**config.mk**
```make
export PLATFORM = sky130hd
export DESIGN_NAME = cfg_access_seq
export DESIGN_NICKNAME = d
export VERILOG_FILES = /design/src/rtl/cfg_seq_pkg.sv /design/src/rtl/cfg_addr_encoder.sv /design/src/rtl/cfg_lane_unit.sv /design/src/rtl/cfg_seq_ctrl.sv /design/src/rtl/cfg_access_seq.sv
export SDC_FILE = /design/constraint.sdc
export NUM_CORES = 1
export LEC_CHECK = 0
export ABC_AREA = 1
export BUFFER_PORTS_ARGS = -buffer_cell sky130_fd_sc_hd__buf_2
export CAP_MARGIN = 20
export CORE_MARGIN = 1.5
export CORE_UTILIZATION = 48
export CTS_CLUSTER_DIAMETER = 60
export DETAILED_ROUTE_END_ITERATION = 12
export GPL_TIMING_DRIVEN = 1
export PLACE_DENSITY = 0.77
export SLEW_MARGIN = 20
export SYNTH_ARGS = -nofsm -noshare
export SYNTH_HDL_FRONTEND = slang
export SYNTH_HIERARCHICAL = 1
export SYNTH_SLANG_ARGS = --single-unit
```
**constraint.sdc**
```tcl
create_clock -name clk -period 1.9 [get_ports clk]
set_input_delay 0.57 -clock clk [delete_from_list [all_inputs] [get_ports clk]]
set_output_delay 0.57 -clock clk [all_outputs]
set_load 0.05 [all_outputs]
```
**src/rtl/cfg_seq_pkg.sv**
```systemverilog
package cfg_seq_pkg;
  localparam int BUS_W  = 8;
  localparam int DEV_W  = 5;
  localparam int FUNC_W = 3;
  localparam int REG_W  = 8;
  localparam int WORD_W = 32;
  localparam int WIN_W  = 16;
  localparam int MAP_W  = WORD_W - WIN_W + 1;

  typedef enum logic [1:0] {
    SZ_BYTE = 2'd0,
    SZ_HALF = 2'd1,
    SZ_WORD = 2'd2,
    SZ_RSVD = 2'd3
  } size_e;

  typedef enum logic [1:0] {
    RS_OK     = 2'd0,
    RS_BADREG = 2'd1,
    RS_NODEV  = 2'd2,
    RS_ABORT  = 2'd3
  } resp_e;

  function automatic logic misaligned(size_e sz, logic [1:0] lo);
    case (sz)
      SZ_BYTE: return 1'b0;
      SZ_HALF: return lo[0];
      SZ_WORD: return |lo;
      default: return 1'b1;
    endcase
  endfunction

  function automatic logic [4:0] lane_shift(logic [1:0] lo);
    return {lo, 3'b000};
  endfunction

  function automatic logic [WORD_W-1:0] lane_mask(size_e sz);
    case (sz)
      SZ_BYTE: return 32'h0000_00FF;
      SZ_HALF: return 32'h0000_FFFF;
      default: return 32'hFFFF_FFFF;
    endcase
  endfunction

  function automatic logic [WORD_W-1:0] lane_extract(logic [WORD_W-1:0] word,
                                                     size_e sz, logic [1:0] lo);
    return (word >> lane_shift(lo)) & lane_mask(sz);
  endfunction

  function automatic logic [WORD_W-1:0] lane_merge(logic [WORD_W-1:0] word,
                                                   logic [WORD_W-1:0] wdata,
                                                   size_e sz, logic [1:0] lo);
    logic [WORD_W-1:0] m;
    m = lane_mask(sz) << lane_shift(lo);
    return (word & ~m) | ((wdata & lane_mask(sz)) << lane_shift(lo));
  endfunction

  function automatic logic [WORD_W-1:0] local_pattern(logic [DEV_W-1:0] dev,
                                                      logic [FUNC_W-1:0] fn,
                                                      logic [REG_W-1:0] rg);
    logic [5:0] pos;
    pos = {1'b0, dev} + 6'd10;
    return (32'd1 << pos) | {21'b0, fn, rg[7:2], 2'b00};
  endfunction

  function automatic logic [WORD_W-1:0] routed_pattern(logic [BUS_W-1:0] bus,
                                                       logic [DEV_W-1:0] dev,
                                                       logic [FUNC_W-1:0] fn,
                                                       logic [REG_W-1:0] rg);
    return {8'b0, bus, dev, fn, rg[7:2], 2'b00};
  endfunction
endpackage

```
**src/rtl/cfg_addr_encoder.sv**
```systemverilog
module cfg_addr_encoder
  import cfg_seq_pkg::*;
#(
  parameter int MAX_DEV0  = 21,
  parameter int EXCL_SLOT = 17,
  parameter bit EXCL_EN   = 1'b1
) (
  input  logic [BUS_W-1:0]  bus,
  input  logic [DEV_W-1:0]  dev,
  input  logic [FUNC_W-1:0] fn,
  input  logic [REG_W-1:0]  rg,
  output logic [MAP_W-1:0]  map_val,
  output logic [WIN_W-1:0]  win_off,
  output logic              dev_reject
);
  logic              routed;
  logic [WORD_W-1:0] pattern;
  logic              too_high;
  logic              slot_hit;

  assign routed   = |bus;
  assign pattern  = routed ? routed_pattern(bus, dev, fn, rg) : local_pattern(dev, fn, rg);
  assign map_val  = {routed, pattern[WORD_W-1:WIN_W]};
  assign win_off  = pattern[WIN_W-1:0];
  assign too_high = !routed && (int'({27'b0, dev}) > MAX_DEV0);

  generate
    if (EXCL_EN) begin : g_excl
      assign slot_hit = !routed && (int'({27'b0, dev}) == EXCL_SLOT);
    end else begin : g_noexcl
      assign slot_hit = 1'b0;
    end
  endgenerate

  assign dev_reject = too_high | slot_hit;
endmodule

```
**src/rtl/cfg_lane_unit.sv**
```systemverilog
module cfg_lane_unit
  import cfg_seq_pkg::*;
(
  input  logic [WORD_W-1:0] raw_word,
  input  logic [WORD_W-1:0] wdata,
  input  size_e             sz,
  input  logic [1:0]        lo,
  output logic [WORD_W-1:0] rd_lane,
  output logic [WORD_W-1:0] wr_word
);
  assign rd_lane = lane_extract(raw_word, sz, lo);
  assign wr_word = lane_merge(raw_word, wdata, sz, lo);
endmodule

```
**src/rtl/cfg_seq_ctrl.sv**
```systemverilog
module cfg_seq_ctrl
  import cfg_seq_pkg::*;
#(
  parameter int BUSY_W = 4
) (
  input  logic              clk,
  input  logic              rst_n,
  input  logic              req_valid,
  output logic              req_ready,
  output logic              take,
  input  logic              lat_write,
  input  size_e             lat_size,
  input  logic [1:0]        lat_lo,
  input  logic              dev_reject,
  output logic              dn_req,
  output logic              dn_write,
  input  logic              dn_ack,
  input  logic [BUSY_W-1:0] dn_busy,
  input  logic              dn_mabort,
  input  logic              dn_tabort,
  output logic              dn_abort_clr,
  output logic              dn_map_wr,
  output logic              cap_rd,
  output logic              finish,
  output logic              finish_rd_ok,
  output logic              acc_fire,
  output logic              wr_fire,
  output logic              done_pulse,
  output resp_e             done_status
);
  typedef enum logic [2:0] {
    S_IDLE, S_CHECK, S_SETUP, S_ACC, S_BUSYW, S_SAMPLE
  } st_e;

  st_e   st, nxt;
  logic  phase_wr, nxt_ph;
  resp_e fin_st;
  logic  bad_reg;

  assign bad_reg = misaligned(lat_size, lat_lo);

  always_comb begin
    nxt          = st;
    nxt_ph       = phase_wr;
    take         = 1'b0;
    dn_req       = 1'b0;
    dn_abort_clr = 1'b0;
    dn_map_wr    = 1'b0;
    cap_rd       = 1'b0;
    finish       = 1'b0;
    fin_st       = RS_OK;
    case (st)
      S_IDLE: begin
        if (req_valid) begin
          take = 1'b1;
          nxt  = S_CHECK;
        end
      end
      S_CHECK: begin
        if (bad_reg) begin
          finish = 1'b1;
          fin_st = RS_BADREG;
          nxt    = S_IDLE;
        end else if (dev_reject) begin
          finish = 1'b1;
          fin_st = RS_NODEV;
          nxt    = S_IDLE;
        end else begin
          nxt    = S_SETUP;
          nxt_ph = lat_write && (lat_size == SZ_WORD);
        end
      end
      S_SETUP: begin
        dn_abort_clr = 1'b1;
        dn_map_wr    = 1'b1;
        nxt          = S_ACC;
      end
      S_ACC: begin
        dn_req = 1'b1;
        if (dn_ack) begin
          if (phase_wr) begin
            nxt = S_BUSYW;
          end else begin
            cap_rd = 1'b1;
            nxt    = S_SAMPLE;
          end
        end
      end
      S_BUSYW: begin
        if (dn_busy == '0) nxt = S_SAMPLE;
      end
      S_SAMPLE: begin
        if (dn_mabort || dn_tabort) begin
          dn_abort_clr = 1'b1;
          finish       = 1'b1;
          fin_st       = RS_ABORT;
          nxt          = S_IDLE;
        end else if (lat_write && !phase_wr) begin
          nxt_ph = 1'b1;
          nxt    = S_SETUP;
        end else begin
          finish = 1'b1;
          fin_st = RS_OK;
          nxt    = S_IDLE;
        end
      end
      default: nxt = S_IDLE;
    endcase
  end

  assign req_ready    = (st == S_IDLE);
  assign dn_write     = phase_wr;
  assign acc_fire     = dn_req && dn_ack;
  assign wr_fire      = acc_fire && phase_wr;
  assign finish_rd_ok = finish && (fin_st == RS_OK) && !lat_write;

  always_ff @(posedge clk or negedge rst_n) begin
    if (!rst_n) begin
      st          <= S_IDLE;
      phase_wr    <= 1'b0;
      done_pulse  <= 1'b0;
      done_status <= RS_OK;
    end else begin
      st         <= nxt;
      phase_wr   <= nxt_ph;
      done_pulse <= finish;
      if (finish) done_status <= fin_st;
    end
  end
endmodule

```
**src/rtl/cfg_access_seq.sv**
```systemverilog
module cfg_access_seq
  import cfg_seq_pkg::*;
#(
  parameter int MAX_DEV0  = 21,
  parameter int EXCL_SLOT = 17,
  parameter bit EXCL_EN   = 1'b1,
  parameter int BUSY_W    = 4
) (
  input  logic              clk,
  input  logic              rst_n,
  input  logic              req_valid,
  output logic              req_ready,
  input  logic              req_write,
  input  logic [7:0]        req_bus,
  input  logic [4:0]        req_dev,
  input  logic [2:0]        req_func,
  input  logic [7:0]        req_reg,
  input  logic [1:0]        req_size,
  input  logic [31:0]       req_wdata,
  output logic              done_pulse,
  output logic [1:0]        done_status,
  output logic [31:0]       done_rdata,
  output logic              dn_map_wr,
  output logic [16:0]       dn_map_data,
  output logic              dn_req,
  output logic              dn_write,
  output logic [15:0]       dn_addr,
  output logic [31:0]       dn_wdata,
  input  logic              dn_ack,
  input  logic [31:0]       dn_rdata,
  input  logic [BUSY_W-1:0] dn_busy,
  input  logic              dn_mabort,
  input  logic              dn_tabort,
  output logic              dn_abort_clr
);
  logic              l_write;
  logic [BUS_W-1:0]  l_bus;
  logic [DEV_W-1:0]  l_dev;
  logic [FUNC_W-1:0] l_func;
  logic [REG_W-1:0]  l_reg;
  size_e             l_size;
  logic [WORD_W-1:0] l_wdata;
  logic [WORD_W-1:0] raw_word;

  logic              take, cap_rd, finish, finish_rd_ok;
  logic              acc_fire, wr_fire, dev_reject;
  logic [WORD_W-1:0] rd_lane, wr_word;
  resp_e             st_code;

  always_ff @(posedge clk or negedge rst_n) begin
    if (!rst_n) begin
      l_write  <= 1'b0;
      l_bus    <= '0;
      l_dev    <= '0;
      l_func   <= '0;
      l_reg    <= '0;
      l_size   <= SZ_BYTE;
      l_wdata  <= '0;
      raw_word <= '0;
      done_rdata <= '0;
    end else begin
      if (take) begin
        l_write <= req_write;
        l_bus   <= req_bus;
        l_dev   <= req_dev;
        l_func  <= req_func;
        l_reg   <= req_reg;
        l_size  <= size_e'(req_size);
        l_wdata <= req_wdata;
      end
      if (cap_rd) raw_word <= dn_rdata;
      if (finish) done_rdata <= finish_rd_ok ? rd_lane : '0;
    end
  end

  cfg_addr_encoder #(
    .MAX_DEV0 (MAX_DEV0),
    .EXCL_SLOT(EXCL_SLOT),
    .EXCL_EN  (EXCL_EN)
  ) u_enc (
    .bus       (l_bus),
    .dev       (l_dev),
    .fn        (l_func),
    .rg        (l_reg),
    .map_val   (dn_map_data),
    .win_off   (dn_addr),
    .dev_reject(dev_reject)
  );

  cfg_lane_unit u_lane (
    .raw_word(raw_word),
    .wdata   (l_wdata),
    .sz      (l_size),
    .lo      (l_reg[1:0]),
    .rd_lane (rd_lane),
    .wr_word (wr_word)
  );

  cfg_seq_ctrl #(.BUSY_W(BUSY_W)) u_ctrl (
    .clk         (clk),
    .rst_n       (rst_n),
    .req_valid   (req_valid),
    .req_ready   (req_ready),
    .take        (take),
    .lat_write   (l_write),
    .lat_size    (l_size),
    .lat_lo      (l_reg[1:0]),
    .dev_reject  (dev_reject),
    .dn_req      (dn_req),
    .dn_write    (dn_write),
    .dn_ack      (dn_ack),
    .dn_busy     (dn_busy),
    .dn_mabort   (dn_mabort),
    .dn_tabort   (dn_tabort),
    .dn_abort_clr(dn_abort_clr),
    .dn_map_wr   (dn_map_wr),
    .cap_rd      (cap_rd),
    .finish      (finish),
    .finish_rd_ok(finish_rd_ok),
    .acc_fire    (acc_fire),
    .wr_fire     (wr_fire),
    .done_pulse  (done_pulse),
    .done_status (st_code)
  );

  assign done_status = st_code;
  assign dn_wdata    = wr_word;
endmodule

```
### Word level (Yosys, flattened, before mapping)

Index checks and enable logic that the tools add are counted.

* logic and storage cells: 96
* output and inout port bits: 105
* ROM bits: 0
* input bits: 101
* flip-flop bits (word level): 130
* memories kept: 0
* latch bits: 0
* RAM bits: 0

* reductions and logical operators: 19
* div/mod/pow operators: 0
* $mul: 0
* $add $sub $neg: 1
* bitwise logic cells: 7
* shift operators: 4
* equal/unequal tests: 15
* $lt $le $gt $ge: 1
* muxes and demuxes: 36

Operator list (count)
* 32-bit AND: 3
* 32-bit 2-to-1 mux: 2
* 32-bit case mux with 2 select lines: 1
* 32-bit by 5-bit left shift with 32-bit output: 2
* 32-bit NOT: 1
* 32-bit by 11-bit bitwise OR with 32-bit output: 1
* 32-bit bitwise OR: 1
* 1-bit by 6-bit left shift with 32-bit output, first input constant: 1
* 32-bit by 5-bit >> shifter with 32-bit output: 1
* 3-bit case mux with 6 select lines: 1
* 1-bit 2-to-1 mux: 17
* 3-bit 2-to-1 mux: 5
* 2-bit 2-to-1 mux: 5
* 2-bit inequality test, second input constant: 5
* 8-bit OR reduction: 1
* 5-bit by 4-bit adder with 6-bit output, second input constant: 1
* 3-bit by 2-bit equality test with 1-bit output, second input constant: 2
* 3-bit equality test, second input constant: 2
* 1-bit logical AND: 6
* 1-bit case mux with 2 select lines: 3
* 5-bit equality test, second input constant: 1
* 5-bit > comparator, second input constant: 1
* 5-bit AND reduction: 1
* 2-bit logical NOT: 2
* other kinds (14): 17

### Depth between registers and ports, before layout

* word-level depth: 11
* depth in mapped cells: 15
* mapped depth without buffers: 12

### Cells and area by module

Netlist, hierarchy kept.

Modules (own cells, without submodules)
* cfg_access_seq: cells each 525, area an instance 4702.0 um2, times used 1, sequential area each 3078.0 um2
* cfg_lane_unit: cells each 312, area an instance 1485.2 um2, times used 1, sequential area each 0.0 um2
* cfg_addr_encoder: cells each 163, area an instance 768.2 um2, times used 1, sequential area each 0.0 um2
* cfg_seq_ctrl: cells each 92, area an instance 531.8 um2, times used 1, sequential area each 175.2 um2

### Worst setup path after synthesis

Ideal clock, no wire load.

* kind: register to output
* start point: register l_reg[0]
* end point: output dn_wdata[0]
* arrival: 2.011 ns
* cell stages (with the launch flop): 6
* required time: 1.330 ns
* path buffers: 2
* slack: -0.681 ns
* path through: dfrtp_1 buf_4 nor2_4 inv_2 buf_2 o21ai_0

* longest elaborated chain between the ends: 4
* elaborated cells on any way between the ends: 5
* classes of those cells: 2 x shift; 3 x bitwise

Ends and longest elaborated chain
* start, declared: line cfg_access_seq.sv:40 `logic [REG_W-1:0] l_reg;`
* start signal, assigned: line cfg_access_seq.sv:67 `l_reg <= req_reg;`
* 32-bit by 5-bit left shift with 32-bit output: line cfg_seq_pkg.sv:54 `m = lane_mask(sz) << lane_shift(lo);`
* 32-bit NOT: line cfg_seq_pkg.sv:55 `return (word & ~m) | ((wdata & lane_mask(sz)) << lane_shift(lo));`
* 32-bit AND: line cfg_seq_pkg.sv:55
* 32-bit bitwise OR (*): line cfg_seq_pkg.sv:55
* end, declared: line cfg_access_seq.sv:28 `output logic [31:0] dn_wdata,`

Every way passes the cells marked *; elsewhere a longest branch is shown, timed or not.

### Worst setup path in the final report

* start point: register l_dev[1]
* end point: output dn_addr[9]

* longest elaborated chain between the ends: 4

Ends and longest elaborated chain
* start, declared: line cfg_access_seq.sv:38 `logic [DEV_W-1:0] l_dev;`
* start signal, assigned: line cfg_access_seq.sv:65 `l_dev <= req_dev;`
* 5-bit by 4-bit adder with 6-bit output: line cfg_seq_pkg.sv:62 `pos = {1'b0, dev} + 6'd10;`
* 1-bit by 6-bit left shift with 32-bit output: line cfg_seq_pkg.sv:63 `return (32'd1 << pos) | {21'b0, fn, rg[7:2], 2'b00};`
* 32-bit by 11-bit bitwise OR with 32-bit output: line cfg_seq_pkg.sv:63
* 32-bit 2-to-1 mux: line cfg_addr_encoder.sv:22 `assign pattern = routed ? routed_pattern(bus, dev, fn, rg) : local_pattern(dev, fn, rg);`
* end, declared: line cfg_access_seq.sv:27 `output logic [15:0] dn_addr,`

No other way between the ends.

==> flow_metrics.env <==
export IMPL_wl_met1_um=11500
export IMPL_finalSetupViolCount=103
export IMPL_grt_pass1_vias=8909
export IMPL_syn_num_nets=1193
export IMPL_grt_use_total=0.360
export IMPL_design_area_um2=12600
export IMPL_io_pins=206
export IMPL_fin_nets=1514
export IMPL_drv_cap=0
export IMPL_cts_max_level=4
export IMPL_gp_congestion=0.989
export IMPL_std_cell_rows=45
export IMPL_cts_made_buffers=17
export IMPL_tns_ns=-48.13
export IMPL_crit_chain="buf_4, buf_6, nand2_4, nand3_1, nand2_1, buf_12, nand4_1, nand2_4, buf_8"
export IMPL_rsz0062_at_grt="yes"
export IMPL_final_util=0.826
export IMPL_hpwl_um=18700
export IMPL_finalWorstSetupSlack_ns=-0.727
export IMPL_r2r_end="done_rdata[9]"
export IMPL_initial_core_util=0.492
export IMPL_r2r_cells=17
export IMPL_leakagePower_nw=6.51
export IMPL_arrival_ns=2.06
export IMPL_critPathBufInv=4
export IMPL_drt_iter0_drc=1381
export IMPL_grt_ovfl_total=0
export IMPL_portBuffers=205
export IMPL_path_common_cell="nand2_4"
export IMPL_ant_nets=0
export IMPL_vdd_drop_max_v=0.00139
export IMPL_status="finished with violations"
export IMPL_path_max_fanout=12
export IMPL_grt_first_pass_wirelength_um=45500
export IMPL_synthCells=1090
export IMPL_drive_above_1_share=0.468
export IMPL_dp_slack_ns=-0.402
export IMPL_max_freq_mhz=381
export IMPL_routed_wl_met3_um=3000
export IMPL_synth_avg_cell_area_um2=6.86
export IMPL_root_buffer="clkbuf_16"
export IMPL_clk_pin_slew_ns=0.06
export IMPL_required_ns=1.33
export IMPL_r2r_slack_ns=-0.40
export IMPL_syn_area_um2=7480
export IMPL_antenna_found_initial=2
export IMPL_fin_cells=1612
export IMPL_tightest_slew_ns=0.533
export IMPL_power_per_cell_area_nw_per_um2=2150
export IMPL_ys_warn_count=6
export IMPL_cp_slowest_cell="dfrtp_2"
export IMPL_cp_top_family="simple AND/OR/NAND/NOR gates"
export IMPL_relSlewSlack=0.645
export IMPL_drc_errors=0
export IMPL_nFillCells=812
export IMPL_crit_end="dn_addr[9]"
export IMPL_chipWidth_um=128
export IMPL_period_share=1.38
export IMPL_via_count=9439
export IMPL_violations="negative setup slack"
export IMPL_skew_ns=0.00626
export IMPL_post_drt_wl_per_cell_um=19.9
export IMPL_cp_depth=9
export IMPL_core_area_um2=15200
export IMPL_final_max_slew_viol_count=0
export IMPL_clock_latency_ns=0.43
export IMPL_die_height_um=128
export IMPL_place_area_um2=9870
export IMPL_dr_wl_met2_um=15700
export IMPL_r2r_start="l_bus[1]"
export IMPL_min_period_ns=2.63
export IMPL_holdWs_ns=0.128
export IMPL_die_area_um2=16300
export IMPL_hold_violations=0
export IMPL_placed_cells=1527
export IMPL_hp_class="input pin to asynchronous set/reset pin"
export IMPL_cts_tree="yes"
export IMPL_critPathKind="flop to output pin"
export IMPL_via_per_inst=5.86
export IMPL_clock_path_buffers=2
export IMPL_max_stage_delay_ns=0.44
export IMPL_crit_start="l_dev[1]"
export IMPL_power_mw=27.1
export IMPL_grt_max_degree=43
export IMPL_hold_buffers=0
export IMPL_crit_path_end_kind="output pin"
export IMPL_dr_max_layer_used="met4"
export IMPL_critPathLaunchType="flop"
export IMPL_clock_sinks=130
export IMPL_dr_pass1_iters=6
export IMPL_largestRegisters="done_rdata: 32 flops, l_wdata: 32 flops, raw_word: 32 flops"
export IMPL_drt_total_wl_um=32100
export IMPL_area_growth_pct=67.9
area by class of cell:
| type | instances | area, um2 | share of cell area |
|---|---|---|---|
| multi-input cells | 815 | 4910 | 0.391 |
| flip-flops and latches | 130 | 3260 | 0.260 |
| repair buffers | 360 | 3200 | 0.255 |
| clock buffers | 21 | 460 | 0.0367 |
| inverters | 87 | 368 | 0.0293 |
| well taps | 188 | 235 | 0.0187 |
| clock inverters | 9 | 109 | 0.00867 |
| diodes | 2 | 5.00 | 0.000399 |
layer usage:
metal / global-route usage / vias up
li1: - / 4071
met1: 0.436 / 4459
met2: 0.605 / 717
met3: 0.0747 / 192
met4: 0.191 / 0
met5: 0 / -
report_power, final:
part | internal (mW) | switching (mW) | total [mW]
Sequential | 3.81 | 1.20 | 5.01
Clock | 1.98 | 1.22 | 3.20
Combinational | 7.02 | 11.8 | 18.8
cells in the final DEF (no fill, tap or decap), drive strengths merged:
| cell | n |
|---|---|
| nor2 | 83 |
| a22oi | 8 |
| nand3 | 94 |
| buf | 359 |
| nor3 | 10 |
| inv | 85 |
| a21boi | 1 |
| o21ai | 69 |
| bufinv | 2 |
| clkinv | 4 |
| diode | 2 |
| o22ai | 1 |
| dfrtp | 130 |
| nand4 | 22 |
| nand2 | 514 |
| clkbuf | 22 |
| ha | 2 |
| clkinvlp | 5 |
| a21oi | 11 |
timing repair:
item / in CTS / in global routing
buffers inserted: 36 / 16
resized for setup: 345 / 103
setup endpoints to repair: 101 / 105
cloned: 4 / 2
pin swaps: 74 / 61
worst min path at each step:
stage / cells after the start / slack [ns] / startpoint / end
after global routing: 1 / 0.15 / rst_n / done_rdata[31]
after global placement: 2 / 0.45 / l_wdata[1] / l_wdata[1]
after CTS: 1 / 0.13 / rst_n / done_rdata[30]
final: 1 / 0.13 / rst_n / done_rdata[30]
after floorplan: 0 / 0.27 / rst_n / done_rdata[0]
after detailed placement: 2 / 0.46 / l_wdata[1] / l_wdata[1]
Note: power is estimated with default switching activity, not from simulation.
